File: config.mk
export PLATFORM = sky130hd
export DESIGN_NAME = sector_cache
export DESIGN_NICKNAME = d
export VERILOG_FILES = /design/src/rtl/sc_pkg.sv /design/src/rtl/sc_tag_store.sv /design/src/rtl/sc_data_store.sv /design/src/rtl/sc_ctrl.sv /design/src/rtl/sector_cache.sv
export SDC_FILE = /design/constraint.sdc
export NUM_CORES = 1
export LEC_CHECK = 0
export BUFFER_PORTS_ARGS = -buffer_cell sky130_fd_sc_hd__buf_2
export CORE_MARGIN = 2
export CORE_UTILIZATION = 40
export CTS_CLUSTER_SIZE = 10
export DETAILED_ROUTE_END_ITERATION = 10
export REMOVE_ABC_BUFFERS = 1
export SETUP_SLACK_MARGIN = 0.5
export SLEW_MARGIN = 5
export SYNTH_ARGS = -nofsm -noshare
export SYNTH_HDL_FRONTEND = slang
export SYNTH_SLANG_ARGS = --single-unit
File: constraint.sdc
create_clock -name clk -period 4.5 [get_ports clk]
set_input_delay 1.35 -clock clk [delete_from_list [all_inputs] [get_ports clk]]
set_output_delay 1.35 -clock clk [all_outputs]
set_load 0.01 [all_outputs]
File: src/rtl/sc_pkg.sv
// Shared types for the sector cache.
// Assumes: a single outstanding miss, so two controller states are enough.
package sc_pkg;
    typedef enum logic {
        ST_IDLE = 1'b0,
        ST_MISS = 1'b1
    } sc_state_e;
endpackage

File: src/rtl/sc_tag_store.sv
// Tag array and per-sub-block valid bits for a direct-mapped sector cache.
// Performs the combinational lookup and the update on a refill.
// Assumes: fill_en arrives only for the address that missed.
module sc_tag_store #(
    parameter int ADDR_W   = 12,
    parameter int INDEX_W  = 3,
    parameter int SUB_BITS = 2
) (
    input  logic              clk,
    input  logic              rst_n,
    input  logic [ADDR_W-1:0] lk_addr,
    output logic              lk_hit,
    input  logic              fill_en,
    input  logic [ADDR_W-1:0] fill_addr
);
    localparam int LINES = 1 << INDEX_W;
    localparam int SUBS  = 1 << SUB_BITS;
    localparam int TAG_W = ADDR_W - INDEX_W - SUB_BITS;

    logic [TAG_W-1:0] tags [LINES];
    logic [SUBS-1:0]  vld  [LINES];

    logic [INDEX_W-1:0]  lk_idx, fill_idx;
    logic [SUB_BITS-1:0] lk_sub, fill_sub;
    logic [TAG_W-1:0]    lk_tag, fill_tag;
    logic                fill_tag_match;
    logic [SUBS-1:0]     fill_line_vld;

    // Split the lookup and refill addresses into tag, index and sub-block.
    always_comb begin
        lk_sub         = lk_addr[SUB_BITS-1:0];
        lk_idx         = lk_addr[SUB_BITS +: INDEX_W];
        lk_tag         = lk_addr[ADDR_W-1 -: TAG_W];
        fill_sub       = fill_addr[SUB_BITS-1:0];
        fill_idx       = fill_addr[SUB_BITS +: INDEX_W];
        fill_tag       = fill_addr[ADDR_W-1 -: TAG_W];
        fill_tag_match = (tags[fill_idx] == fill_tag);
        fill_line_vld  = vld[fill_idx];
    end

    // A hit needs both a tag match and a valid sub-block.
    always_comb lk_hit = (tags[lk_idx] == lk_tag) && vld[lk_idx][lk_sub];

    // Clear the valid bits on reset; on a refill, add the sub-block or take over the line.
    always_ff @(posedge clk) begin
        if (!rst_n) begin
            for (int i = 0; i < LINES; i++) vld[i] <= '0;
        end else if (fill_en) begin
            if (fill_tag_match) begin
                vld[fill_idx][fill_sub] <= 1'b1;
            end else begin
                tags[fill_idx] <= fill_tag;
                vld[fill_idx]  <= SUBS'(1) << fill_sub;
            end
        end
    end


    replace_one_valid_chk: assert property (@(posedge clk) disable iff (!rst_n)
        (fill_en && !fill_tag_match) |=> ($countones(vld[$past(fill_idx)]) == 1));


    keep_siblings_chk: assert property (@(posedge clk) disable iff (!rst_n)
        (fill_en && fill_tag_match) |=>
        ((vld[$past(fill_idx)] & $past(fill_line_vld)) == $past(fill_line_vld)));
endmodule

File: src/rtl/sc_data_store.sv
// Word storage for the sector cache, with one entry per sub-block of every line.
// Assumes: reads are combinational and one word is written per refill.
module sc_data_store #(
    parameter int ADDR_W   = 12,
    parameter int INDEX_W  = 3,
    parameter int SUB_BITS = 2,
    parameter int DATA_W   = 32
) (
    input  logic              clk,
    input  logic [ADDR_W-1:0] rd_addr,
    output logic [DATA_W-1:0] rd_data,
    input  logic              wr_en,
    input  logic [ADDR_W-1:0] wr_addr,
    input  logic [DATA_W-1:0] wr_data
);
    localparam int SLOT_W = INDEX_W + SUB_BITS;
    localparam int SLOTS  = 1 << SLOT_W;

    logic [DATA_W-1:0] words [SLOTS];

    // Read the slot chosen by the index and sub-block bits.
    always_comb rd_data = words[rd_addr[SLOT_W-1:0]];

    // Store the refill word in its slot.
    always_ff @(posedge clk) begin
        if (wr_en) words[wr_addr[SLOT_W-1:0]] <= wr_data;
    end
endmodule

File: src/rtl/sc_ctrl.sv
// Request sequencing: accepts a read, answers a hit at once, and otherwise
// holds a single refill request until the word returns.
// Assumes: mem_resp_valid is driven only while mem_req_valid is high.
module sc_ctrl #(
    parameter int ADDR_W = 12,
    parameter int DATA_W = 32
) (
    input  logic              clk,
    input  logic              rst_n,
    input  logic              cpu_req_valid,
    output logic              cpu_req_ready,
    input  logic [ADDR_W-1:0] cpu_req_addr,
    output logic              cpu_resp_valid,
    output logic [DATA_W-1:0] cpu_resp_data,
    output logic              mem_req_valid,
    output logic [ADDR_W-1:0] mem_req_addr,
    input  logic              mem_resp_valid,
    input  logic [DATA_W-1:0] mem_resp_data,
    input  logic              lk_hit,
    input  logic [DATA_W-1:0] lk_data,
    output logic              fill_en
);
    import sc_pkg::*;

    sc_state_e         state;
    logic [ADDR_W-1:0] miss_addr;
    logic              accept;

    // Handshake and refill strobes.
    always_comb begin
        cpu_req_ready = (state == ST_IDLE);
        accept        = cpu_req_valid && cpu_req_ready;
        mem_req_valid = (state == ST_MISS);
        mem_req_addr  = miss_addr;
        fill_en       = mem_req_valid && mem_resp_valid;
    end

    // State sequence, latch of the miss address, and the registered response.
    always_ff @(posedge clk) begin
        if (!rst_n) begin
            state          <= ST_IDLE;
            cpu_resp_valid <= 1'b0;
            cpu_resp_data  <= '0;
            miss_addr      <= '0;
        end else begin
            cpu_resp_valid <= 1'b0;
            if (accept) begin
                if (lk_hit) begin
                    cpu_resp_valid <= 1'b1;
                    cpu_resp_data  <= lk_data;
                end else begin
                    state     <= ST_MISS;
                    miss_addr <= cpu_req_addr;
                end
            end else if (fill_en) begin
                cpu_resp_valid <= 1'b1;
                cpu_resp_data  <= mem_resp_data;
                state          <= ST_IDLE;
            end
        end
    end


    hit_no_traffic_chk: assert property (@(posedge clk) disable iff (!rst_n)
        (accept && lk_hit) |=> (cpu_resp_valid && !mem_req_valid));


    miss_requests_chk: assert property (@(posedge clk) disable iff (!rst_n)
        (accept && !lk_hit) |=> (mem_req_valid && mem_req_addr == $past(cpu_req_addr)));


    stall_while_miss_chk: assert property (@(posedge clk) disable iff (!rst_n)
        mem_req_valid |-> !cpu_req_ready);


    req_hold_chk: assert property (@(posedge clk) disable iff (!rst_n)
        (mem_req_valid && !mem_resp_valid) |=> (mem_req_valid && $stable(mem_req_addr)));


    refill_resp_chk: assert property (@(posedge clk) disable iff (!rst_n)
        fill_en |=> (cpu_resp_valid && cpu_req_ready && cpu_resp_data == $past(mem_resp_data)));
endmodule

File: src/rtl/sector_cache.sv
// Direct-mapped read cache with one tag per line and one valid bit per
// sub-block; a miss fetches a single sub-block.
// Assumes: one outstanding miss and memory that answers every request once.
module sector_cache #(
    parameter int ADDR_W   = 12,
    parameter int INDEX_W  = 3,
    parameter int SUB_BITS = 2,
    parameter int DATA_W   = 32
) (
    input  logic              clk,
    input  logic              rst_n,
    input  logic              cpu_req_valid,
    output logic              cpu_req_ready,
    input  logic [ADDR_W-1:0] cpu_req_addr,
    output logic              cpu_resp_valid,
    output logic [DATA_W-1:0] cpu_resp_data,
    output logic              mem_req_valid,
    output logic [ADDR_W-1:0] mem_req_addr,
    input  logic              mem_resp_valid,
    input  logic [DATA_W-1:0] mem_resp_data
);
    logic              lk_hit;
    logic [DATA_W-1:0] lk_data;
    logic              fill_en;

    sc_tag_store #(.ADDR_W(ADDR_W), .INDEX_W(INDEX_W), .SUB_BITS(SUB_BITS)) tags_i (
        .clk(clk), .rst_n(rst_n),
        .lk_addr(cpu_req_addr), .lk_hit(lk_hit),
        .fill_en(fill_en), .fill_addr(mem_req_addr)
    );

    sc_data_store #(.ADDR_W(ADDR_W), .INDEX_W(INDEX_W), .SUB_BITS(SUB_BITS),
                    .DATA_W(DATA_W)) data_i (
        .clk(clk),
        .rd_addr(cpu_req_addr), .rd_data(lk_data),
        .wr_en(fill_en), .wr_addr(mem_req_addr), .wr_data(mem_resp_data)
    );

    sc_ctrl #(.ADDR_W(ADDR_W), .DATA_W(DATA_W)) ctrl_i (
        .clk(clk), .rst_n(rst_n),
        .cpu_req_valid(cpu_req_valid), .cpu_req_ready(cpu_req_ready),
        .cpu_req_addr(cpu_req_addr),
        .cpu_resp_valid(cpu_resp_valid), .cpu_resp_data(cpu_resp_data),
        .mem_req_valid(mem_req_valid), .mem_req_addr(mem_req_addr),
        .mem_resp_valid(mem_resp_valid), .mem_resp_data(mem_resp_data),
        .lk_hit(lk_hit), .lk_data(lk_data), .fill_en(fill_en)
    );
endmodule

==> metrics.txt, run 1 <==
number of ports placed on the die boundary=95; Clock H-tree levels=4; number of maximum-capacitance violations=0; antenna violations before repair=5; most used flip-flop cell after synthesis=edfxtp_1; post-DP HPWL=60100 um; number of enable flip-flop cells after synthesis=1112; Post-Route Setup TNS=0 ns; via count=22881; Clock Latency Late Sink=0.72 ns; fill count=9261; # clock sinks=1161; buffer depth of the longest clock path=3; routed vias/inst=5.79; Area Growth Syn to Fin=15.6%; worst IR drop on VDD=0.000355 V; Pre-antenna DRT Iters=5; clock-pin transition on the worst setup and hold timing paths=0.05 ns; area used by multi-input combinational logic=10500 um^2; transition time at the pin with the least slew margin=1.00 ns; warning count from the yosys run=0; terminus of the critical flop-to-flop path=tags_i.vld[3][1]; arrival time of data at the critical path endpoint=4.22 ns; run status=complete, no violations; Hold WC Path Type=reg -> reg; number of DRC markers after the initial detailed-route iteration=2690; cell accounting for the most synthesized area=edfxtp_1; worst hold path depth=2; type of element capturing the critical path=flip-flop; RSZ-0062 raised after global routing=no; R2R Setup Slk=1.00 ns; Clock Skew=0.0216 ns; antenna violation net count after detailed routing=0; routed wirelength normalized by instance count=29.4 um; total CTS buffers=136; headroom to the max-slew limit=33.1%; core footprint=112000 um^2; GRT Overall Usage=20.1%; initial standard-cell utilization of the core=40.3%; areal power density over the cells=438 nW/um^2; Leakage=16.7 nW; die width=341 um; CTS tree=done; Worst Path Class, Setup=in -> reg; unique cell type count in the Yosys netlist=43; top achievable clock speed=277 MHz; number of buffers inserted by post-CTS setup repair=0; area share of the largest cell type after synthesis=73.6%; mean cell area of the mapped netlist=20.8 um^2; global-route wire length before repair=167000 um; Final Routed Wirelength=116000 um; Gates resized, CTS repair=0; Metal-1 WL=47800 um; total of hold buffers inserted after clock tree synthesis=0; metal3 WL=8580 um; count of standard-cell rows=123; final weighted congestion of routability-driven global placement=0.753; number of storage elements in the synthesis netlist=1161; number of non-filler instances in the completed layout=3953; die area=116000 um^2; category of the worst setup path launch point=input pin; Buffers on Ports=94; endpoints failing setup=0; post-placement cell count=3719; period utilization=80.1%; WP data required=5.12 ns; library cell used as clock root buffer=clkbuf_16; r2r worst-path depth=7; share of the core filled with cells=46.6%; highest metal layer used by the detailed router=met5; height of the die=341 um; largest net degree at the start of global routing=126; number of endpoints with negative hold slack in the final report=0; sequential-to-total area share from yosys stat=75.8%; biggest fanout along the worst timing path=19; met2 wirelength from detailed routing=57300 um; share of cells above drive strength 1=27.4%; time the worst path needs with I/O delays and setup=3.61 ns; residual overflow from global routing=0; via count of the first global-routing pass=23313; cell types with the largest area share after synthesis=edfxtp_1 (74%), mux4_2 (14%), dfxtp_1 (2.2%), mux2i_1 (1.9%), a22oi_1 (1.6%); Post-Syn Area=45300 um^2; source of the worst hold timing path=ctrl_i.cpu_resp_data[30]; number of nets in the finished design=2405; Sequential Area=34400 um^2; hold endpoint=ctrl_i.cpu_resp_data[30]; cells after synthesis=2177; asr flop ratio synth=0%; final number of max-transition violations=0; Fin Hold WS=0.459 ns; # DRC=0
[layout by cell type, fill, tap and decap left out, types with 4 or more instances in the layout]
cell type and instances:
edfxtp_1 1112, mux4_2 287, clkbuf_16 140, nand2_1 103
a22oi_1 98, buf_2 89, mux2i_1 86, clkbuf_1 77
buf_4 59, a21oi_1 58, nor2_1 51, dfxtp_1 49
buf_12 38, nor2_4 33, o21ai_0 32, o211ai_1 29
and2_1 9, mux4_1 9, nor2b_1 9, or3_1 8
xor2_1 7, inv_6 6, nand3b_1 5, a211o_1 5
xnor2_1 4, mux2_2 4, a32o_1 4
[where the power goes]
part	switching, mW	internal, mW	total, mW	leakage, nW
clock	4.09	5.78	9.87	1.88
sequential	0.0550	11.9	12.0	10.5
combinational	0.671	0.449	1.12	4.34
[synth_stat cells (9+ instances only)]
library cell	n
buf_1	24
nor2b_1	12
nand2_1	103
o211ai_1	29
a21oi_1	58
dfxtp_1	49
mux4_2	287
mux2i_1	86
nor2_1	84
clkbuf_1	74
buf_2	40
edfxtp_1	1112
and2_1	9
o21ai_0	32
mux4_1	9
a22oi_1	98
[metal layers]
layer  track usage, %  up-vias
met4             5.44        2
met5                0        -
met2             32.9      983
li1                 -     9444
met1             27.9    12275
met3             3.48      177
[kinds of logic after synthesis]
| family | after synthesis | share of synthesized area [%] |
|---|---|---|
| DFF | 1161 | 75.8 |
| muxes | 386 | 16.8 |
| AOI/OAI and AO/OA | 233 | 3.41 |
| and+or+nand+nor | 236 | 2.24 |
| buffers and inverters | 150 | 1.57 |
| xor gates and xnor gates | 11 | 0.212 |
[worst max path at each step]
stage	to	cells after the start	from	slack, ns
finish	ctrl_i.mem_req_addr[4]	9	cpu_req_addr[2]	0.89
global route	ctrl_i.mem_req_addr[4]	9	cpu_req_addr[2]	0.75
CTS	tags_i.vld[6][1]	7	flip-flop	0.98
detailed placement	ctrl_i.mem_req_addr[4]	9	cpu_req_addr[2]	0.24
global placement	flip-flop	9	cpu_req_addr[2]	0.33
floorplan	ctrl_i.cpu_resp_data[0]	7	cpu_req_addr[2]	0.56
[through the flow]
step / cell area, um^2 / power [mW] / setup WS, ns
2_1_floorplan: 44600 / 12.7 / 0.562
3_3_place_gp: 48500 / 13.3 / 0.333
3_5_place_dp: 48500 / 13.3 / 0.244
4_1_cts: 52400 / 23.2 / 0.980
5_1_grt: 52400 / 23.7 / 0.745
6_report: 52400 / 22.9 / 0.894
[layout make-up]
| class | instances | share of cell area, % |
|---|---|---|
| Clock inverter | 14 | 0.243 |
| Inverter | 3 | 0.0215 |
| Timing Repair Buffer | 189 | 3.22 |
| Tap cell | 1500 | 3.58 |
| Clock buffer | 219 | 7.28 |
| Antenna cell | 1 | 0.00477 |
| Sequential cell | 1161 | 65.6 |
| Multi-Input combinational cell | 866 | 20.1 |
[worst max-delay path: stages]
cell and delay (ns):
buf_4 0.31, buf_4 0.24, mux4_1 0.59, o2111ai_1 0.12, o311ai_0 0.20, nor3_1 0.24
or4_1 0.19, and2_1 0.67, mux2i_1 0.30
[flip-flops by register name, summed over array words and instances (netlist names), named ones only]
signal                 flops
ctrl_i.mem_req_valid       1
ctrl_i.mem_req_addr       12
data_i.words            1024
ctrl_i.cpu_resp_data      32
ctrl_i.cpu_resp_valid      1
tags_i.tags               56
tags_i.vld                32
No activity file was read; power rests on OpenSTA's default activity.
==> run 2, diff against run 1 <==
==> constraint.sdc (replaced) <==
create_clock -name clk -period 3.04 [get_ports clk]
set_input_delay 0.912 -clock clk [delete_from_list [all_inputs] [get_ports clk]]
set_output_delay 0.912 -clock clk [all_outputs]
set_load 0.01 [all_outputs]
==> run 2 against run 1 <==
  * Hold slack hardly changed
  * Via count is 1.9% higher
  * Global-route usage is 0.074 points higher
  * Combinational power is 68% higher
  * Largest power group unchanged
  * Clock-buffer cell count stayed put
  * Highest routed layer unchanged
  * Sequential share of layout area is 1.8 points lower
  * Final area is 2.8% higher
  * First-iteration DRC count is 3.0% lower
  * Final cell count is 2.9% higher
==> metrics.txt, run 2 (synthesized netlist as in run 1, its figures left out) <==
slowest cell on the critical path=or4_4; Pre-antenna DRT Iters=5 (unchanged); most common cell after layout, fill and taps aside=edfxtp_1; switching portion of total power=21.0% (+0.068 points); share of the core filled with cells=47.9% (+1.3 points); commonest cells after routing, fill and taps aside=edfxtp_1 (1112), mux4_2 (288), clkbuf_16 (141); largest net degree at the start of global routing=126 (unchanged); buffer depth of the longest clock path=3 (unchanged); total of hold buffers inserted after clock tree synthesis=0 (unchanged); period utilization=89.8%; arrival time of data at the critical path endpoint=3.32 ns (-0.90 ns); Worst Path Class, Setup=reg -> reg; Slowest Stage Delay on Critical Path=0.58 ns (-0.09 ns); cell chain of the critical path=mux4_2 > mux2i_2 > xor2_1 > nand2_1 > or4_4 > o21ba_4 > buf_12 > mux2i_1; worst IR drop on VDD=0.000579 V (+63%); worst setup timing slack at the placement stage=-0.511 ns (-0.755 ns); number of nets in the finished design=2520 (+4.8%); type of element capturing the critical path=flip-flop; fill count=9062 (-2.1%); Final Routed Wirelength=117000 um (+0.93%); antenna violations before repair=6 (+1); top achievable clock speed=366 MHz; initial standard-cell utilization of the core=40.3% (unchanged); antenna violation net count after detailed routing=0 (unchanged); number of DRC markers after the initial detailed-route iteration=2608 (-3.0%); buffers and inverters on the worst path=1 (-1); areal power density over the cells=634 nW/um^2 (+45%); # DRC=0 (unchanged); relative contribution of the clock network to total power=42.8% (-0.2 points); Clock Skew=0.0357 ns (+0.0140 ns); count of standard-cell rows=123 (unchanged); routed wirelength normalized by instance count=28.8 um (-1.9%); category of the worst setup path launch point=flip-flop; headroom to the max-slew limit=31.6% (-1.5 points); Worst Slack Setup Final=0.309 ns (-0.585 ns); via count of the first global-routing pass=23993 (+2.9%); residual overflow from global routing=0 (unchanged); total CTS buffers=136 (unchanged); library cell used as clock root buffer=clkbuf_16; die width=341 um (unchanged); number of ports placed on the die boundary=95 (unchanged); Fin Hold WS=0.460 ns (+0.000395 ns); GRT Overall Usage=20.2% (+0.074 points); switching power=7.20 mW (+49%); Clock Latency Late Sink=0.74 ns (+0.02 ns); post-DP HPWL=64900 um (+8.0%); # clock sinks=1161 (unchanged); core footprint=112000 um^2 (unchanged); die area=116000 um^2 (unchanged); RSZ-0062 raised after global routing=yes; number of maximum-capacitance violations=0 (unchanged); CP top delay family=multiplexers; reg2reg start=tags_i.tags[7][0]; Hold WC Path Type=reg -> reg; time the worst path needs with I/O delays and setup=2.73 ns; Clock H-tree levels=4 (unchanged); final number of max-transition violations=0 (unchanged); Area Growth Syn to Fin=18.9%; transition time at the pin with the least slew margin=1.02 ns (+0.0224 ns); share of cells above drive strength 1=32.4% (+5.0 points); number of endpoints with negative hold slack in the final report=0 (unchanged); source of the worst hold timing path=ctrl_i.cpu_resp_data[5]; endpoints failing setup=0 (unchanged); worst setup path startpoint=tags_i.tags[7][0]; share of total power in combinational logic=5.5% (+0.6 points); via count=23319 (+1.9%); final weighted congestion of routability-driven global placement=0.800 (+6.3%); Flop pwr share=51.7% (-0.4 points); CTS tree=done; height of the die=341 um (unchanged); routed vias/inst=5.73 (-0.94%); global-route wire length before repair=168000 um (+0.90%); WP data required=3.63 ns (-1.49 ns); Final Power=34.2 mW (+49%); internal cell power=27.0 mW (+49%); run status=complete, no violations; Buffers on Ports=94 (unchanged); biggest fanout along the worst timing path=13 (-6); clock-pin transition on the worst setup and hold timing paths=0.05 ns (about the same); max reg flops=1024 (unchanged); Leakage=17.4 nW (+4.4%)
==> run 2: changes by cell type in the layout (fill, tap and decap cells not counted), sizes merged <==
cell and change:
buf +114, clkbuf +1, clkinv -1, clkinvlp -1
diode +1
==> run 2: cell type report <==
cell class,count,area (um^2),share of cell area [%]
diodes,2,5.00,0.00929
clock buffers,219,3830,7.11
clock inverters,12,118,0.218
inverters,3,11.3,0.0209
multi-input cells,866,10700,19.9
flip-flops and latches,1161,34400,63.8
well taps,1500,1880,3.48
repair buffers,304,2980,5.53
==> run 2: path summary, 6_finish.rpt <==
| check | endpoint | slack (ns) | cells past startpoint |
|---|---|---|---|
| hold reg to reg | ctrl_i.cpu_resp_data[5] | 0.46 | 2 |
| setup / recovery | ctrl_i.cpu_resp_data[5] | 0.31 | 8 |
| hold / removal | ctrl_i.cpu_resp_data[5] | 0.46 | 2 |
| setup reg to reg | ctrl_i.cpu_resp_data[5] | 0.31 | 8 |
==> run 2: repair_timing <==
| action | CTS | global route |
|---|---|---|
| pin swaps | 15 | 14 |
| setup endpoints to repair | 137 | 136 |
| cloned | 1 | 1 |
| buffers inserted | 2 | 8 |
| resized for setup | 57 | 37 |
==> run 2: power by group through the flow <==
| stage | registers [mW] | logic, mW | clock network [mW] |
|---|---|---|---|
| 6_report | 17.7 | 1.88 | 14.6 |
| 4_1_cts | 17.7 | 1.87 | 14.9 |
| 2_1_floorplan | 18.0 | 0.780 | 0 |
| 3_5_place_dp | 18.0 | 1.84 | 0 |
| 5_1_grt | 17.7 | 2.01 | 15.5 |
| 3_3_place_gp | 18.0 | 1.80 | 0 |
==> run 2: stage by stage <==
step,std cells,area [um^2],TNS [ns]
4_1_cts,4056,53700,0
3_3_place_gp,3822,49600,-26.72
3_5_place_dp,3822,49600,-24.40
2_1_floorplan,2030,44600,-194.78
6_report,4067,53900,0
5_1_grt,4066,53900,0
==> run 2: layer usage <==
layer  GRT usage (%)  share of wire [%]
met2            33.4                 50
met5               0              0.011
met3            3.45                6.8
met1            27.8                 41
met4            5.35                2.1
==> run 2: worst min-delay path, cell delays in order, from the launching register on <==
cell and delay (ns):
dfxtp_1 0.30, nand2_1 0.05, mux2i_1 0.06
==> run 3, diff against run 2 <==
--- a/config.mk
+++ b/config.mk
@@ -8,6 +8,8 @@
 export BUFFER_PORTS_ARGS = -buffer_cell sky130_fd_sc_hd__buf_2
 export CORE_MARGIN = 2
 export CORE_UTILIZATION = 40
+export CTS_BUF_LIST = sky130_fd_sc_hd__clkbuf_4
+export CTS_CLUSTER_DIAMETER = 50
 export CTS_CLUSTER_SIZE = 10
 export DETAILED_ROUTE_END_ITERATION = 10
 export REMOVE_ABC_BUFFERS = 1
==> run 3 against run 2 <==
  * Fmax decreased by 0.31%
  * Largest power group unchanged
  * Via count increased by 0.75%
  * Clock-buffer cell count decreased by 21
  * Final cell count increased by 0.96%
  * Wire length decreased by 0.36%
  * Setup slack got worse by 0.0085 ns
  * Combinational power increased by 4%
  * Total power decreased by 17%
==> metrics.txt, run 3 (synthesized netlist as in run 1, its figures left out) <==
Final Routed Wirelength=117000 um (-0.36%); share of total power in combinational logic=6.9% (+1.4 points); arrival time of data at the critical path endpoint=3.54 ns (+0.22 ns); Pre-antenna DRT Iters=5 (unchanged); run status=complete, no violations; top achievable clock speed=365 MHz (-0.31%); share of cells above drive strength 1=37.0% (+4.7 points); count of standard-cell rows=123 (unchanged); core footprint=112000 um^2 (unchanged); die width=341 um (unchanged); buffer depth of the longest clock path=3 (unchanged); areal power density over the cells=541 nW/um^2 (-15%); Buffers on Ports=94 (unchanged); # clock sinks=1161 (unchanged); Slowest Stage Delay on Critical Path=0.49 ns (-0.09 ns); final number of max-transition violations=0 (unchanged); die area=116000 um^2 (unchanged); antenna violation net count after detailed routing=0 (unchanged); # DRC=0 (unchanged); buffers and inverters on the worst path=3 (+2); WP data required=3.84 ns (+0.21 ns); clock-pin transition on the worst setup and hold timing paths=0.12 ns (+0.07 ns); Post-Route Setup TNS=0 ns (unchanged); Hold WC Path Type=in -> reg; number of non-filler instances in the completed layout=4106 (+0.96%); period utilization=90.1% (+0.28 points); antenna violations before repair=7 (+1); headroom to the max-slew limit=39.5% (+7.9 points); number of DRC markers after the initial detailed-route iteration=2603 (-0.19%); category of the worst setup path launch point=flip-flop; Most common cell on crit path=buf_12; commonest cells after routing, fill and taps aside=edfxtp_1 (1112), mux4_2 (288), clkbuf_4 (198); routed wirelength normalized by instance count=28.4 um (-1.3%); endpoints failing setup=0 (unchanged); post-placement cell count=3822 (unchanged); via count=23494 (+0.75%); Clock Latency Late Sink=1.14 ns (+0.40 ns); Clock Skew=0.0965 ns (+0.0608 ns); number of maximum-capacitance violations=0 (unchanged); number of nets in the finished design=2558 (+1.5%); max reg flops=1024 (unchanged); Area Growth Syn to Fin=15.5%; R2R Setup Slk=0.30 ns (about the same); area after detailed placement=49600 um^2 (unchanged); final weighted congestion of routability-driven global placement=0.800 (unchanged); internal cell power=22.0 mW (-19%); residual overflow from global routing=0 (unchanged); post-DP HPWL=64900 um (unchanged); via count of the first global-routing pass=24042 (+0.20%); switching portion of total power=22.4% (+1.4 points); final instance area=52400 um^2 (-2.8%); height of the die=341 um (unchanged); relative contribution of the clock network to total power=31.0% (-12 points); Leakage=16.8 nW (-3.5%); type of element capturing the critical path=flip-flop; worst IR drop on VDD=0.000388 V (-33%); initial standard-cell utilization of the core=40.3% (unchanged); biggest fanout along the worst timing path=8 (-5); slowest cell on the critical path=mux4_2; Worst Path Class, Setup=reg -> reg; switching power=6.37 mW (-12%); Fin Hold WS=0.102 ns (-0.357 ns); Final Power=28.4 mW (-17%); RSZ-0062 raised after global routing=yes; Clock H-tree levels=4 (unchanged); routed vias/inst=5.72 (-0.21%); GRT Overall Usage=20.1% (-0.053 points); CP top delay family=multiplexers; global-route wire length before repair=167000 um (-0.45%); number of endpoints with negative hold slack in the final report=0 (unchanged); cell chain of the critical path=buf_12 > mux4_2 > mux2i_1 > xnor2_1 > nor4_1 > buf_4 > a41o_4 > buf_12 > and2_4 > o21ai_1; library cell used as clock root buffer=clkbuf_4; total CTS buffers=142 (+4.4%); time the worst path needs with I/O delays and setup=2.74 ns (+0.00850 ns); number of ports placed on the die boundary=95 (unchanged); most common cell after layout, fill and taps aside=edfxtp_1; Flop pwr share=62.1% (+10 points); CTS tree=done; largest net degree at the start of global routing=126 (unchanged); transition time at the pin with the least slew margin=0.907 ns (-0.116 ns)
==> run 3: cell count changes in the layout (fill, tap and decap cells not counted), moves of 8 or more <==
cell / before / now
clkbuf_16: 141 / 0
clkbuf_1: 76 / 0
buf_4: 135 / 161
buf_6: 9 / 57
dfxtp_2: 2 / 27
clkinv_4: 0 / 8
dfxtp_1: 47 / 3
clkbuf_4: 0 / 198
dfxtp_4: 0 / 19
o21ai_2: 20 / 9
buf_2: 89 / 43
==> run 3: worst register-to-register path, cell delays in order (launching register included) <==
cell	delay (ns)
dfxtp_2	0.36
buf_12	0.12
mux4_2	0.50
mux2i_1	0.18
xnor2_1	0.10
nor4_1	0.31
buf_4	0.17
a41o_4	0.26
buf_12	0.14
and2_4	0.18
o21ai_1	0.09
==> run 3: metal layers <==
| layer | vias up | wire [um] | global-route usage, % |
|---|---|---|---|
| met2 | 958 | 58000 | 33.2 |
| met5 | - | 19 | 0 |
| met4 | 4 | 2790 | 5.87 |
| met3 | 195 | 7950 | 3.39 |
| met1 | 12580 | 48100 | 27.6 |
| li1 | 9757 | - | - |
==> run 3: path summary, 6_finish.rpt <==
kind	to	start	cells after the start
setup / recovery	tags_i.vld[7][3]	flip-flop	10
hold / removal	ctrl_i.mem_req_addr[9]	cpu_req_addr[9]	3
setup reg to reg	tags_i.vld[7][3]	flip-flop	10
hold reg to reg	ctrl_i.cpu_resp_data[5]	ctrl_i.cpu_resp_data[5]	2
==> run 3: what timing repair did <==
item,4_1_cts,5_1_grt
endpoints found under the setup margin,184,180
setup buffers,22,17
hold endpoints to repair,4,0
gates cloned,1,0
pin swaps,12,7
hold buffers,4,0
resized for setup,187,12
==> run 3: final cells by class <==
class,count,area (um^2)
Tap cell,1500,1880
Clock buffer,198,1490
Inverter,3,11.3
Fill cell,9260,60100
Antenna cell,8,20.0
Sequential cell,1161,34500
Multi-Input combinational cell,866,10600
Clock inverter,34,358
Timing Repair Buffer,336,3520
==> run 3: metrics by stage <==
step | util [%] | setup WS (ns)
final | 46.6 | 0.300
after global routing | 46.6 | 0.212
after CTS | 46.4 | 0.291
after detailed placement | 44.1 | -0.511
after global placement | 44.1 | -0.573
after floorplan | - | -0.460
==> run 3: power groups by stage <==
stage	clock (mW)	sequential (mW)	combinational (mW)
2_1_floorplan	0	18.0	0.780
3_3_place_gp	0	18.0	1.80
3_5_place_dp	0	18.0	1.84
4_1_cts	9.02	17.6	1.95
5_1_grt	9.60	17.6	2.09
6_report	8.78	17.6	1.96
